`src/rtl/hdcol_pkg.sv`:
```
// Shared types for the half-duplex collision logic.
package hdcol_pkg;

    // Qualified collision causes for one cycle.
    typedef struct packed {
        logic gate_ok;   // half duplex, link up, no diagnostic loopback
        logic overlap;   // transmit and receive both active
        logic aux10;     // 10 Mbps SQE test or jabber
    } col_cause_t;

endpackage

```
`src/rtl/hdcol_qualify.sv`:
```
// hdcol_qualify: combinational decision of the next collision state.
// Assumes all inputs are synchronous to the block clock. With
// TEST_OVERRIDES_GATE = 1 the test bit ignores the gating inputs.
module hdcol_qualify
    import hdcol_pkg::*;
#(
    parameter bit TEST_OVERRIDES_GATE = 1'b1
) (
    input  logic       tx_act,
    input  logic       rx_act,
    input  logic       full_dup,
    input  logic       link_fail,
    input  logic       diag_lpbk,
    input  logic       spd100,
    input  logic       sqe_test,
    input  logic       jabber,
    input  logic       col_test,
    input  logic       tx_en,
    output col_cause_t cause,
    output logic       col_next,
    output logic       zero_next,
    output logic       hold_seed
);

    logic normal_col;

    // Collect the qualified causes.
    always_comb begin
        cause.gate_ok = !full_dup && !link_fail && !diag_lpbk;
        cause.overlap = tx_act && rx_act;
        cause.aux10   = !spd100 && (sqe_test || jabber);
    end

    // Collision from line activity outside test mode.
    always_comb begin
        normal_col = cause.gate_ok && (cause.overlap || cause.aux10);
    end

    // Test mode source selection; the variant is picked by parameter.
    generate
        if (TEST_OVERRIDES_GATE) begin : g_test_free
            always_comb col_next = col_test ? tx_en : normal_col;
        end else begin : g_test_gated
            always_comb col_next = col_test ? (tx_en && cause.gate_ok) : normal_col;
        end
    endgenerate

    // Receive nibble zeroing applies only to a real 10 Mbps collision.
    always_comb begin
        zero_next = !spd100 && !col_test && normal_col;
    end

    // Seed of the carrier hold: a genuine half-duplex overlap.
    always_comb begin
        hold_seed = !col_test && cause.gate_ok && cause.overlap;
    end

endmodule

```
`src/rtl/hdcol_carrier_hold.sv`:
```
// hdcol_carrier_hold: keeps carrier sense up from the start of a
// collision until both directions are idle. Assumes tx_act and rx_act
// fall at packet end. Gating or test mode clears the hold.
module hdcol_carrier_hold (
    input  logic clk,
    input  logic rst_n,
    input  logic hold_seed,
    input  logic any_act,
    input  logic keep_ok,
    output logic hold_q
);

    // Set on a collision, keep while any packet is active.
    always_ff @(posedge clk) begin
        if (!rst_n) hold_q <= 1'b0;
        else        hold_q <= keep_ok && any_act && (hold_q || hold_seed);
    end

    // after a cycle with both directions idle the hold is gone.
    a_r4_hold_clears: assert property (@(posedge clk) disable iff (!rst_n)
        (hold_q && !any_act) |=> !hold_q);

endmodule

```
`src/rtl/hdcol_outreg.sv`:
```
// hdcol_outreg: output register stage. Assumes the next-state values
// are settled one setup time before the clock edge.
module hdcol_outreg (
    input  logic clk,
    input  logic rst_n,
    input  logic col_next,
    input  logic zero_next,
    input  logic test_next,
    output logic col_q,
    output logic zero_q,
    output logic tp_dis_q
);

    // Register the collision, nibble zero and driver disable.
    always_ff @(posedge clk) begin
        if (!rst_n) begin
            col_q    <= 1'b0;
            zero_q   <= 1'b0;
            tp_dis_q <= 1'b0;
        end else begin
            col_q    <= col_next;
            zero_q   <= zero_next;
            tp_dis_q <= test_next;
        end
    end

    // nibble zeroing only ever accompanies a collision.
    a_r5_zero_with_col: assert property (@(posedge clk) disable iff (!rst_n)
        zero_q |-> col_q);

endmodule

```
`src/rtl/hdcol_top.sv`:
```
// hdcol_top: half-duplex collision detect for a 10/100 transceiver.
// Assumes activity, SQE and jabber come from line logic in this
// clock domain. All outputs are registered (one clock latency).
module hdcol_top
    import hdcol_pkg::*;
#(
    parameter bit TEST_OVERRIDES_GATE = 1'b1
) (
    input  logic clk,
    input  logic rst_n,
    input  logic tx_act,
    input  logic rx_act,
    input  logic full_dup,
    input  logic link_fail,
    input  logic diag_lpbk,
    input  logic spd100,
    input  logic sqe_test,
    input  logic jabber,
    input  logic col_test,
    input  logic tx_en,
    output logic col,
    output logic crs_col,
    output logic crs_lpbk_dis,
    output logic tp_out_dis,
    output logic rxd_zero
);

    col_cause_t cause;
    logic       col_next;
    logic       zero_next;
    logic       hold_seed;
    logic       hold_q;
    logic       keep_ok;
    logic       any_act;

    hdcol_qualify #(
        .TEST_OVERRIDES_GATE(TEST_OVERRIDES_GATE)
    ) u_qualify (
        .tx_act    (tx_act),
        .rx_act    (rx_act),
        .full_dup  (full_dup),
        .link_fail (link_fail),
        .diag_lpbk (diag_lpbk),
        .spd100    (spd100),
        .sqe_test  (sqe_test),
        .jabber    (jabber),
        .col_test  (col_test),
        .tx_en     (tx_en),
        .cause     (cause),
        .col_next  (col_next),
        .zero_next (zero_next),
        .hold_seed (hold_seed)
    );

    // Conditions that let the carrier hold survive a cycle.
    always_comb begin
        keep_ok = cause.gate_ok && !col_test;
        any_act = tx_act || rx_act;
    end

    hdcol_carrier_hold u_hold (
        .clk       (clk),
        .rst_n     (rst_n),
        .hold_seed (hold_seed),
        .any_act   (any_act),
        .keep_ok   (keep_ok),
        .hold_q    (hold_q)
    );

    hdcol_outreg u_out (
        .clk       (clk),
        .rst_n     (rst_n),
        .col_next  (col_next),
        .zero_next (zero_next),
        .test_next (col_test),
        .col_q     (col),
        .zero_q    (rxd_zero),
        .tp_dis_q  (tp_out_dis)
    );

    // Drive the carrier outputs from the registered state.
    always_comb begin
        crs_col      = hold_q;
        crs_lpbk_dis = col || hold_q;
    end

    // full duplex outside test mode leaves no collision.
    a_r2_fdx_quiet: assert property (@(posedge clk) disable iff (!rst_n)
        $past(full_dup && !col_test) |-> !col);

    // nothing is zeroed after a 100 Mbps cycle.
    a_r5_fast_no_zero: assert property (@(posedge clk) disable iff (!rst_n)
        $past(spd100) |-> !rxd_zero);

    // held carrier always disables the loopback path.
    a_r3_hold_blocks_lpbk: assert property (@(posedge clk) disable iff (!rst_n)
        crs_col |-> crs_lpbk_dis);

    // with drivers off for test, collision echoes last tx_en.
    a_r7_test_echo: assert property (@(posedge clk) disable iff (!rst_n)
        tp_out_dis |-> (col == $past(tx_en)));

    // a half-duplex overlap outside test mode gives a collision.
    a_r1_overlap_col: assert property (@(posedge clk) disable iff (!rst_n)
        (tx_act && rx_act && !full_dup && !link_fail && !diag_lpbk && !col_test) |=> col);

endmodule

```
`config.mk`:
```
export PLATFORM = sky130hd
export DESIGN_NAME = hdcol_top
export DESIGN_NICKNAME = d
export VERILOG_FILES = /design/src/rtl/hdcol_pkg.sv /design/src/rtl/hdcol_qualify.sv /design/src/rtl/hdcol_carrier_hold.sv /design/src/rtl/hdcol_outreg.sv /design/src/rtl/hdcol_top.sv
export SDC_FILE = /design/constraint.sdc
export NUM_CORES = 1
export LEC_CHECK = 0
export ABC_AREA = 1
export ABC_CLOCK_PERIOD_IN_PS = 800
export BUFFER_PORTS_ARGS = -buffer_cell sky130_fd_sc_hd__buf_2
export CAP_MARGIN = 20
export CORE_AREA = 2 2 39 41
export DETAILED_ROUTE_END_ITERATION = 6
export DIE_AREA = 0 0 41 43
export GPL_ROUTABILITY_DRIVEN = 0
export PLACE_DENSITY = 0.39
export SYNTH_ARGS = -nofsm -noshare
export SYNTH_HDL_FRONTEND = slang
export SYNTH_HIERARCHICAL = 1
export SYNTH_SLANG_ARGS = --single-unit
```
`constraint.sdc`:
```
create_clock -name clk -period 0.8 [get_ports clk]
set_input_delay 0.08 -clock clk [delete_from_list [all_inputs] [get_ports clk]]
set_output_delay 0.08 -clock clk [all_outputs]
set_load 0.01 [all_outputs]
```
==> After elaboration in Yosys (flattened, before gate mapping) <==
Index checks and enable logic that the tools add are counted.
{ "word_totals": {"inputBits": 12, "out_inout_bits": 5, "reg_bits": 4} }
{ "op_classes": {"n_mux": 1, "n_reduce_logical": 21} }
{ "ops": {"columns": ["cell", "count"], "rows": [
  ["1-bit logical AND", 11],
  ["1-bit logical NOT", 5],
  ["1-bit logical OR", 5],
  ["1-bit 2-to-1 mux", 1]
]} }

==> Depth between registers and ports, before layout <==
Gate-level depths: netlist of run 1.
{ "depth": {"ltp_word": 7, "mapped_depth": 7, "depth_no_buf": 7} }

==> Hierarchy <==
Netlist of run 1, hierarchy kept.
{ "by_module_without_submodules": {"columns": ["mod", "n_inst", "seq_area_each_um2", "cells_each", "area_each_um2"], "rows": [
  ["hdcol_qualify", 1, 0.0, 18, 87.6],
  ["hdcol_outreg", 1, 60.1, 9, 82.6],
  ["hdcol_carrier_hold", 1, 20.0, 4, 32.5],
  ["hdcol_top", 1, 0.0, 8, 32.5]
]} }

==> Worst setup path after synthesis of run 1 <==
No wires, ideal clock.
{ "synth_timing": {"path_type": "register to output", "from": "register u_hold.hold_q", "to": "output crs_lpbk_dis", "setup_slack_ns": 0.210, "n_path_buf": 0, "required_ns": 0.720, "stages_incl_launch_ff": 3, "arrival_ns": 0.510, "path_cell_list": "dfxtp_1 inv_1 nand2_1"} }
{ "synth_between": {"elab_chain_len": 1} }
{ "synth_rtl": {"columns": ["element", "line", "source"], "rows": [
  ["start, declared", "hdcol_carrier_hold.sv:10", "output logic hold_q"],
  ["start signal, assigned", "hdcol_carrier_hold.sv:16", "else hold_q <= keep_ok && any_act && (hold_q || hold_seed);"],
  ["1-bit logical OR", "hdcol_top.sv:84", "crs_lpbk_dis = col || hold_q;"],
  ["end, declared", "hdcol_top.sv:23", "output logic crs_lpbk_dis,"]
]} }
Every way passes these cells.

==> Final worst setup path of run 1 <==
Ends and elaborated chain as after synthesis.

==> results of run 1 <==
==> cell type report <==
class / instances / area share [%]
flip-flops and latches: 4 / 23.4
well taps: 16 / 5.67
repair buffers: 16 / 22.7
clock buffers: 3 / 6.38
inverters: 11 / 12.1
multi-input cells: 22 / 29.8
==> through the flow <==
stage          instance area (sq um)  power, uW  setup slack (ns)  hold slack [ns]
2_1_floorplan                    228        249             0.210            0.173
3_3_place_gp                     328        294            0.0603            0.325
3_5_place_dp                     328        294            0.0648            0.320
4_1_cts                          352        557           -0.0474           0.0719
5_1_grt                          353        580           -0.0845           0.0873
6_report                         353        535           -0.0255           0.0811
==> final timing paths <==
kind / startpoint / to
setup / recovery: u_hold/hold_q$_SDFF_PN0_ / crs_lpbk_dis
hold / removal: rst_n / u_out/tp_dis_q$_SDFF_PN0_
setup reg to reg: u_hold/hold_q$_SDFF_PN0_ / u_hold/hold_q$_SDFF_PN0_
hold reg to reg: u_hold/hold_q$_SDFF_PN0_ / u_hold/hold_q$_SDFF_PN0_
==> where the power goes <==
part / switching, uW / internal, uW
registers: 1.33 / 206
clock network: 78.2 / 168
logic: 42.7 / 39.2
==> state kept, by name, indices dropped and copies added (netlist names) <==
signal,flops
u_out/zero_q,1
u_out/col_q,1
u_out/tp_dis_q,1
u_hold/hold_q,1
==> tightest hold or removal path, stage by stage <==
cell	delay (ns)
buf_2	0.11
nand2_1	0.05
inv_1	0.04
==> cell usage in the layout (no fill, tap or decap), drive strengths merged <==
cell type / instances
nor2: 6
o21ai: 1
dfxtp: 4
clkbuf: 3
nand3: 1
nor3: 1
clkinv: 1
inv: 10
nand2: 12
or2: 1
buf: 16
==> per-layer routing <==
layer / up-vias / wire [um] / part of all wire, % / track usage (%)
li1: 142 / - / - / -
met1: 92 / 186 / 41 / 6.37
met2: 13 / 206 / 45 / 8.44
met3: 0 / 63 / 14 / 3.14
met4: 0 / 0 / 0 / 10.0
met5: - / 0 / 0 / 0
==> repair_timing <==
item | in CTS | in global routing
hold buffers | 0 | 0
gates resized for setup | 1 | 2
hold endpoints to repair | 0 | 0
pin swaps | 0 | 0
endpoints found under the setup margin | 1 | 2
==> metrics.cfg, run 1 <==
[drt]
vias = 247
drt_iter0_drc = 1
wl_per_cell_um = 6.33
drtAntennaViolNets = 0
wl_um = 456
post-route-drc-count = 0
firstDrtPassIters = 2
via_per_inst = 3.43

[worst_hold_path]
hold_path_class = in2reg
hold_depth = 3

[timing]
finClkSkew_ns = 0
fin_crit_ns = 0.826
fmax_ghz = 1.21
worst_slew_pin_slew_ns = 0.174
setup_viol = 1
setup-tns-final_ns = -0.0255
hold_viol = 0
setup_ws_ns = -0.0255
period_share_pct = 103
drv_slew = 0
max_slew_margin_pct = 88.3
rsz0062_at_grt = yes

[floorplan]
pin_count = 17
die_h_um = 43
die_x_um = 41
initial_utilization_pct = 16.5
std_cell_rows = 14
die_area_sq_um = 1760
core_area_sq_um = 1380

[clock_tree]
cts_setup_buffers = 0
clock_latency_ns = 0.23
path_clk_slew_ns = 0.04
cts.sinks = 4
cts_buffers = 3
clk_path_buf_depth = 2
cts_tree = done
root_buffer = clkbuf_4
cts_max_level = 1

[final_layout]
drive_gt1_share_pct = 51.8
multi_input_area_sq_um = 105
nFillCells = 165
diodes = 0
layout.nets = 70
seq_area_sq_um = 82.6
stdcell_count = 72
syn_to_final_growth_pct = 54.9
utilization_pct = 25.5

[critical_path]
critPathRequiredTime_ns = 0.72
critPathArrivalTime_ns = 0.75
max_stage_delay_ns = 0.33
cp_slowest_cell = dfxtp_2
path_max_fanout = 3
path_cells = inv_2, nand2_1, buf_2
crit_cells = 3
crit_path_start_kind = flop
crit_buf_inv = 2
reg2regPathDepth = 2
rrSetupSlack_ns = 0.25
cp-end-kind = primary output
path_class = reg2out
critPathTopFamily = flip-flops

[power]
leakage_uw = 0.000218
ir_worst_vdd_v = 0.000295
power.density_nw_per_um2 = 1520

[logic_synthesis]
synthCells = 37
synth_area_per_cell_sq_um = 6.15
synth_area_sq_um = 228
synth_nets = 49
yosys_warnings = 6

[run]
maxCapViolCount = 0

[placed_design]
hpwlAfterDp_um = 383
place_inst = 69
portBuffers = 16

[global_routing]
antenna_found_initial = 0
gr-usage-all-layers_pct = 6.81
grt_pass1_wl_um = 724
grt_max_degree = 7
grt_pass1_vias = 200
overflow = 0

[status]
failed_checks = setup timing
status = finished, violations left

No activity file was read; power rests on OpenSTA's default activity.
==> inputs of run 2 (changes only) <==
CTS_BUF_LIST = sky130_fd_sc_hd__clkbuf_8   (was default)
==> metrics.cfg, run 2 (synthesis gave the netlist of run 1 again) <==
[run]
maxCapViolCount = 0  ; unchanged

[drt]
drt_iter0_drc = 1  ; unchanged
via_per_inst = 3.39  ; -1.2%
wl_um = 453  ; -0.66%
wl_per_cell_um = 6.29  ; -0.66%
vias = 244  ; -1.2%
drtAntennaViolNets = 0  ; unchanged
firstDrtPassIters = 3  ; +1
post-route-drc-count = 0  ; unchanged

[floorplan]
die_x_um = 41  ; unchanged
core_area_sq_um = 1380  ; unchanged
die_h_um = 43  ; unchanged
initial_utilization_pct = 16.5  ; unchanged
std_cell_rows = 14  ; unchanged
pin_count = 17  ; unchanged
die_area_sq_um = 1760  ; unchanged

[critical_path]
cp-end-kind = primary output
crit_path_start_kind = flop
path_class = reg2out
critPathTopFamily = flip-flops
crit_buf_inv = 2  ; unchanged
path_cells = inv_2, nand2_1, buf_2
critPathArrivalTime_ns = 0.73  ; -0.02 ns
max_stage_delay_ns = 0.33  ; about the same
path_max_fanout = 3  ; unchanged
critPathRequiredTime_ns = 0.72  ; about the same
cp_slowest_cell = dfxtp_2

[timing]
drv_slew = 0  ; unchanged
fin_crit_ns = 0.808  ; -0.0180 ns
finClkSkew_ns = 0  ; unchanged
setup_viol = 1  ; unchanged
rsz0062_at_grt = yes
period_share_pct = 101  ; -2.2 points
worst_slew_pin_slew_ns = 0.175  ; +0.00150 ns
fmax_ghz = 1.24  ; +2.2%
hold_viol = 0  ; unchanged
setup_ws_ns = -0.00753  ; +0.0180 ns
setup-tns-final_ns = -0.00753  ; +0.0180 ns
whs_ns = 0.0982  ; +0.0170 ns
max_slew_margin_pct = 88.2  ; -0.10 points

[placed_design]
placed_cell_area_sq_um = 328  ; unchanged
hpwlAfterDp_um = 383  ; unchanged
portBuffers = 16  ; unchanged

[clock_tree]
clk_path_buf_depth = 2  ; unchanged
cts_tree = done
root_buffer = clkbuf_8
cts_max_level = 1  ; unchanged
hold_buffers = 0  ; unchanged
clock_latency_ns = 0.22  ; about the same
cts.sinks = 4  ; unchanged
path_clk_slew_ns = 0.03  ; about the same
cts_buffers = 3  ; unchanged

[status]
failed_checks = setup timing
status = finished, violations left

[power]
power.density_nw_per_um2 = 1910  ; +26%
ir_worst_vdd_v = 0.000404  ; +37%
leakage_uw = 0.000226  ; +3.6%

[global_routing]
gr-usage-all-layers_pct = 6.31  ; -0.50 points
grt_pass1_vias = 185  ; -7.5%
overflow = 0  ; unchanged
grt_pass1_wl_um = 683  ; -5.7%
grt_max_degree = 7  ; unchanged
antenna_found_initial = 0  ; unchanged

[final_layout]
design_area_sq_um = 372  ; +5.3%
syn_to_final_growth_pct = 63.2
utilization_pct = 26.9  ; +1.4 points
final_cell_mix = buf_2, nand2_1, inv_1
final_common_cell = buf_2
drive_gt1_share_pct = 51.8  ; unchanged
diodes = 0  ; unchanged
layout.nets = 70  ; unchanged

[worst_hold_path]
hold_path_class = in2reg

==> run 2: layout make-up <==
class / instances / area (sq um)
multi-input combinational: 22 / 105
tap: 16 / 20.0
fill: 162 / 1010
timing repair buffer: 16 / 80.1
clock buffer: 3 / 41.3
inverter: 11 / 42.5
sequential: 4 / 82.6
==> run 2: report_power, final <==
| part | total (uW) | switching [uW] | internal, uW |
|---|---|---|---|
| logic | 81.6 | 42.4 | 39.2 |
| registers | 208 | 1.33 | 207 |
| clock network | 420 | 99.5 | 320 |
| total | 710 | 143 | 566 |
==> run 2: path summary, 6_finish.rpt <==
check,start,to,slack (ns),cells past startpoint
worst min-delay path,rst_n,u_out/tp_dis_q$_SDFF_PN0_,0.1,3
worst max-delay path,u_hold/hold_q$_SDFF_PN0_,crs_lpbk_dis,-0.008,3
worst max register to register,u_hold/hold_q$_SDFF_PN0_,u_hold/hold_q$_SDFF_PN0_,0.25,2
worst min register to register,u_hold/hold_q$_SDFF_PN0_,u_hold/hold_q$_SDFF_PN0_,0.48,2
==> run 2: through the flow <==
stage / total power, uW / setup slack [ns] / std cells
after global routing: 749 / -0.0576 / 72
after floorplan: 249 / 0.210 / 37
after detailed placement: 294 / 0.0648 / 69
final: 710 / -0.00753 / 72
after CTS: 726 / -0.0214 / 72
after global placement: 294 / 0.0603 / 69
==> run 2: timing repair <==
item | CTS | global route
setup endpoints to repair | 1 | 1
gates resized for setup | 1 | 2
setup buffers | 0 | 0
==> run 2: metal layers <==
| metal | vias up | routed length [um] | share of wire [%] | track usage (%) |
|---|---|---|---|---|
| li1 | 142 | - | - | - |
| met1 | 89 | 192 | 42 | 6.37 |
| met2 | 13 | 197 | 43 | 7.81 |
| met3 | 0 | 64 | 14 | 3.14 |
| met4 | 0 | 0 | 0 | 8.00 |
| met5 | - | 0 | 0 | 0 |
==> run 2: tightest hold or removal path: cells and delay by family <==
kind          cells  cell delay [ns]
buf+inv           2             0.15
simple gates      1             0.05
==> inputs of run 3 (changes only) <==
ABC_AREA = default   (was 1)
PLACE_DENSITY = 0.36   (was 0.39)
SLEW_MARGIN = 0   (was default)
==> metrics.cfg, run 3 <==
[status]
status = finished, violations left
failed_checks = setup timing

[critical_path]
crit_path_start_kind = flop
path_class = reg2out
path_max_fanout = 2  ; -1
r2r-start = u_hold/hold_q$_SDFF_PN0_
critPathRequiredTime_ns = 0.72  ; about the same
cp_slowest_cell = dfxtp_1
critPathTopFamily = flip-flops
cp-end-kind = primary output
reg2regPathDepth = 2  ; unchanged
rrSetupSlack_ns = 0.04  ; -0.21 ns
startpoint = u_out/col_q$_SDFF_PN0_
reg2reg_to = u_hold/hold_q$_SDFF_PN0_
max_stage_delay_ns = 0.29  ; -0.04 ns
path_cells = or2_1, buf_2
critPathArrivalTime_ns = 0.85  ; +0.12 ns
crit_buf_inv = 1  ; -1

[timing]
rsz0062_at_grt = yes
period_share_pct = 116  ; +15 points
fin_crit_ns = 0.927  ; +0.120 ns
worst_slew_pin_slew_ns = 0.213  ; +0.0381 ns
drv_slew = 0  ; unchanged
finClkSkew_ns = 0  ; unchanged
fmax_ghz = 1.08  ; -13%
setup_ws_ns = -0.127  ; -0.120 ns
max_slew_margin_pct = 85.7  ; -2.5 points
setup_viol = 5  ; +4
hold_viol = 0  ; unchanged

[floorplan]
core_area_sq_um = 1380  ; unchanged
die_x_um = 41  ; unchanged
initial_utilization_pct = 13.8  ; -2.6 points
pin_count = 17  ; unchanged
die_area_sq_um = 1760  ; unchanged
die_h_um = 43  ; unchanged
std_cell_rows = 14  ; unchanged

[final_layout]
final_common_cell = buf_2
seq_area_sq_um = 81.3  ; -1.5%
multi_input_area_sq_um = 114  ; +8.3%
syn_to_final_growth_pct = 96.1
nFillCells = 147  ; -9.3%
layout.nets = 56  ; -20%
drive_gt1_share_pct = 61.9  ; +10 points
final_cell_mix = buf_2, clkbuf_8, buf_6, and2_1, dfxtp_1
diodes = 0  ; unchanged

[global_routing]
grt_pass1_vias = 226  ; +22%
grt_max_degree = 5  ; -2
grt_pass1_wl_um = 772  ; +13%
gr-usage-all-layers_pct = 7.02  ; +0.71 points
antenna_found_initial = 0  ; unchanged
overflow = 0  ; unchanged

[drt]
firstDrtPassIters = 5  ; +2
drt_iter0_drc = 5  ; +4
wl_um = 492  ; +8.6%
dr_wl_met3_um = 79  ; +23%
via_per_inst = 3.83  ; +13%
wl_per_cell_um = 8.48  ; +35%
dr.max_layer_used = met4
post-route-drc-count = 0  ; unchanged
drtAntennaViolNets = 0  ; unchanged
dr_wl_met2_um = 177  ; -10%
vias = 222  ; -9.0%
wl_met1_um = 225  ; +17%

[placed_design]
portBuffers = 16  ; unchanged
hpwlAfterDp_um = 403  ; +5.2%
pre_cts_slack_ns = -0.309  ; -0.374 ns

[worst_hold_path]
hold_depth = 2  ; -1
hp-start = rst_n
hold_path_class = in2reg
hold_end = u_out/tp_dis_q$_SDFF_PN0_

[power]
power.density_nw_per_um2 = 1870  ; -1.8%
ir_worst_vdd_v = 0.000352  ; -13%
leakage_uw = 0.000187  ; -17%
power_uw = 704  ; -0.84%

[clock_tree]
clock_latency_ns = 0.21  ; about the same
clk_path_buf_depth = 2  ; unchanged
cts_max_level = 1  ; unchanged
cts_buffers = 3  ; unchanged
cts_tree = done
path_clk_slew_ns = 0.03  ; about the same
root_buffer = clkbuf_8
cts.sinks = 4  ; unchanged
hold_buffers = 0  ; unchanged

[run]
maxCapViolCount = 0  ; unchanged

[logic_synthesis]
synth_nets = 32  ; -35%
synth_area_sq_um = 191  ; -16%
synthCells = 20  ; -46%
synth_area_per_cell_sq_um = 9.57  ; +56%
yosys_warnings = 6  ; unchanged

run 3: worst max path at each step:
stage | end | slack [ns] | cells after the start
final | crs_lpbk_dis | -0.13 | 2
after global placement | u_out/col_q$_SDFF_PN0_ | -0.32 | 4
after floorplan | u_out/col_q$_SDFF_PN0_ | -0.15 | 3
after global routing | crs_lpbk_dis | -0.16 | 2
after CTS | crs_lpbk_dis | -0.14 | 2
after detailed placement | u_out/col_q$_SDFF_PN0_ | -0.31 | 4
run 3: worst register-to-register path: stages (launching register included):
cell	delay [ns]
dfxtp_2	0.31
buf_6	0.11
o2111a_1	0.23
run 3: metal layers:
| layer | track usage [%] | vias to the layer above |
|---|---|---|
| li1 | - | 119 |
| met1 | 8.01 | 82 |
| met2 | 8.44 | 19 |
| met3 | 1.57 | 2 |
| met4 | 10.0 | 0 |
| met5 | 0 | - |
run 3: cell type report:
cell class	count	area share, %
Timing Repair Buffer	19	31.7
Multi-Input combinational cell	16	30.3
Sequential cell	4	21.7
Clock buffer	3	11.0
Tap cell	16	5.33
run 3: what timing repair did:
| action | 4_1_cts | 5_1_grt |
|---|---|---|
| gates resized for setup | 4 | 1 |
| endpoints found under the setup margin | 4 | 5 |
| pin swaps | 3 | 2 |
| setup buffers | 1 | 0 |
run 3: through the flow:
stage	std cells	hold slack, ns	cell area, sq um	util (%)	setup TNS (ns)
CTS	58	0.103	373	26.9	-0.338
finish	58	0.107	375	27.1	-0.307
floorplan	20	0.202	191	-	-0.416
global placement	54	0.333	307	22.2	-0.908
global route	58	0.130	375	27.1	-0.442
detailed placement	54	0.324	307	22.2	-0.859
run 3: report_power, final:
group / switching [uW] / internal [uW] / leakage [uW]
clock network: 92.8 / 320 / 0.0000216
registers: 1.35 / 206 / 0.0000331
logic: 35.3 / 48.2 / 0.000133
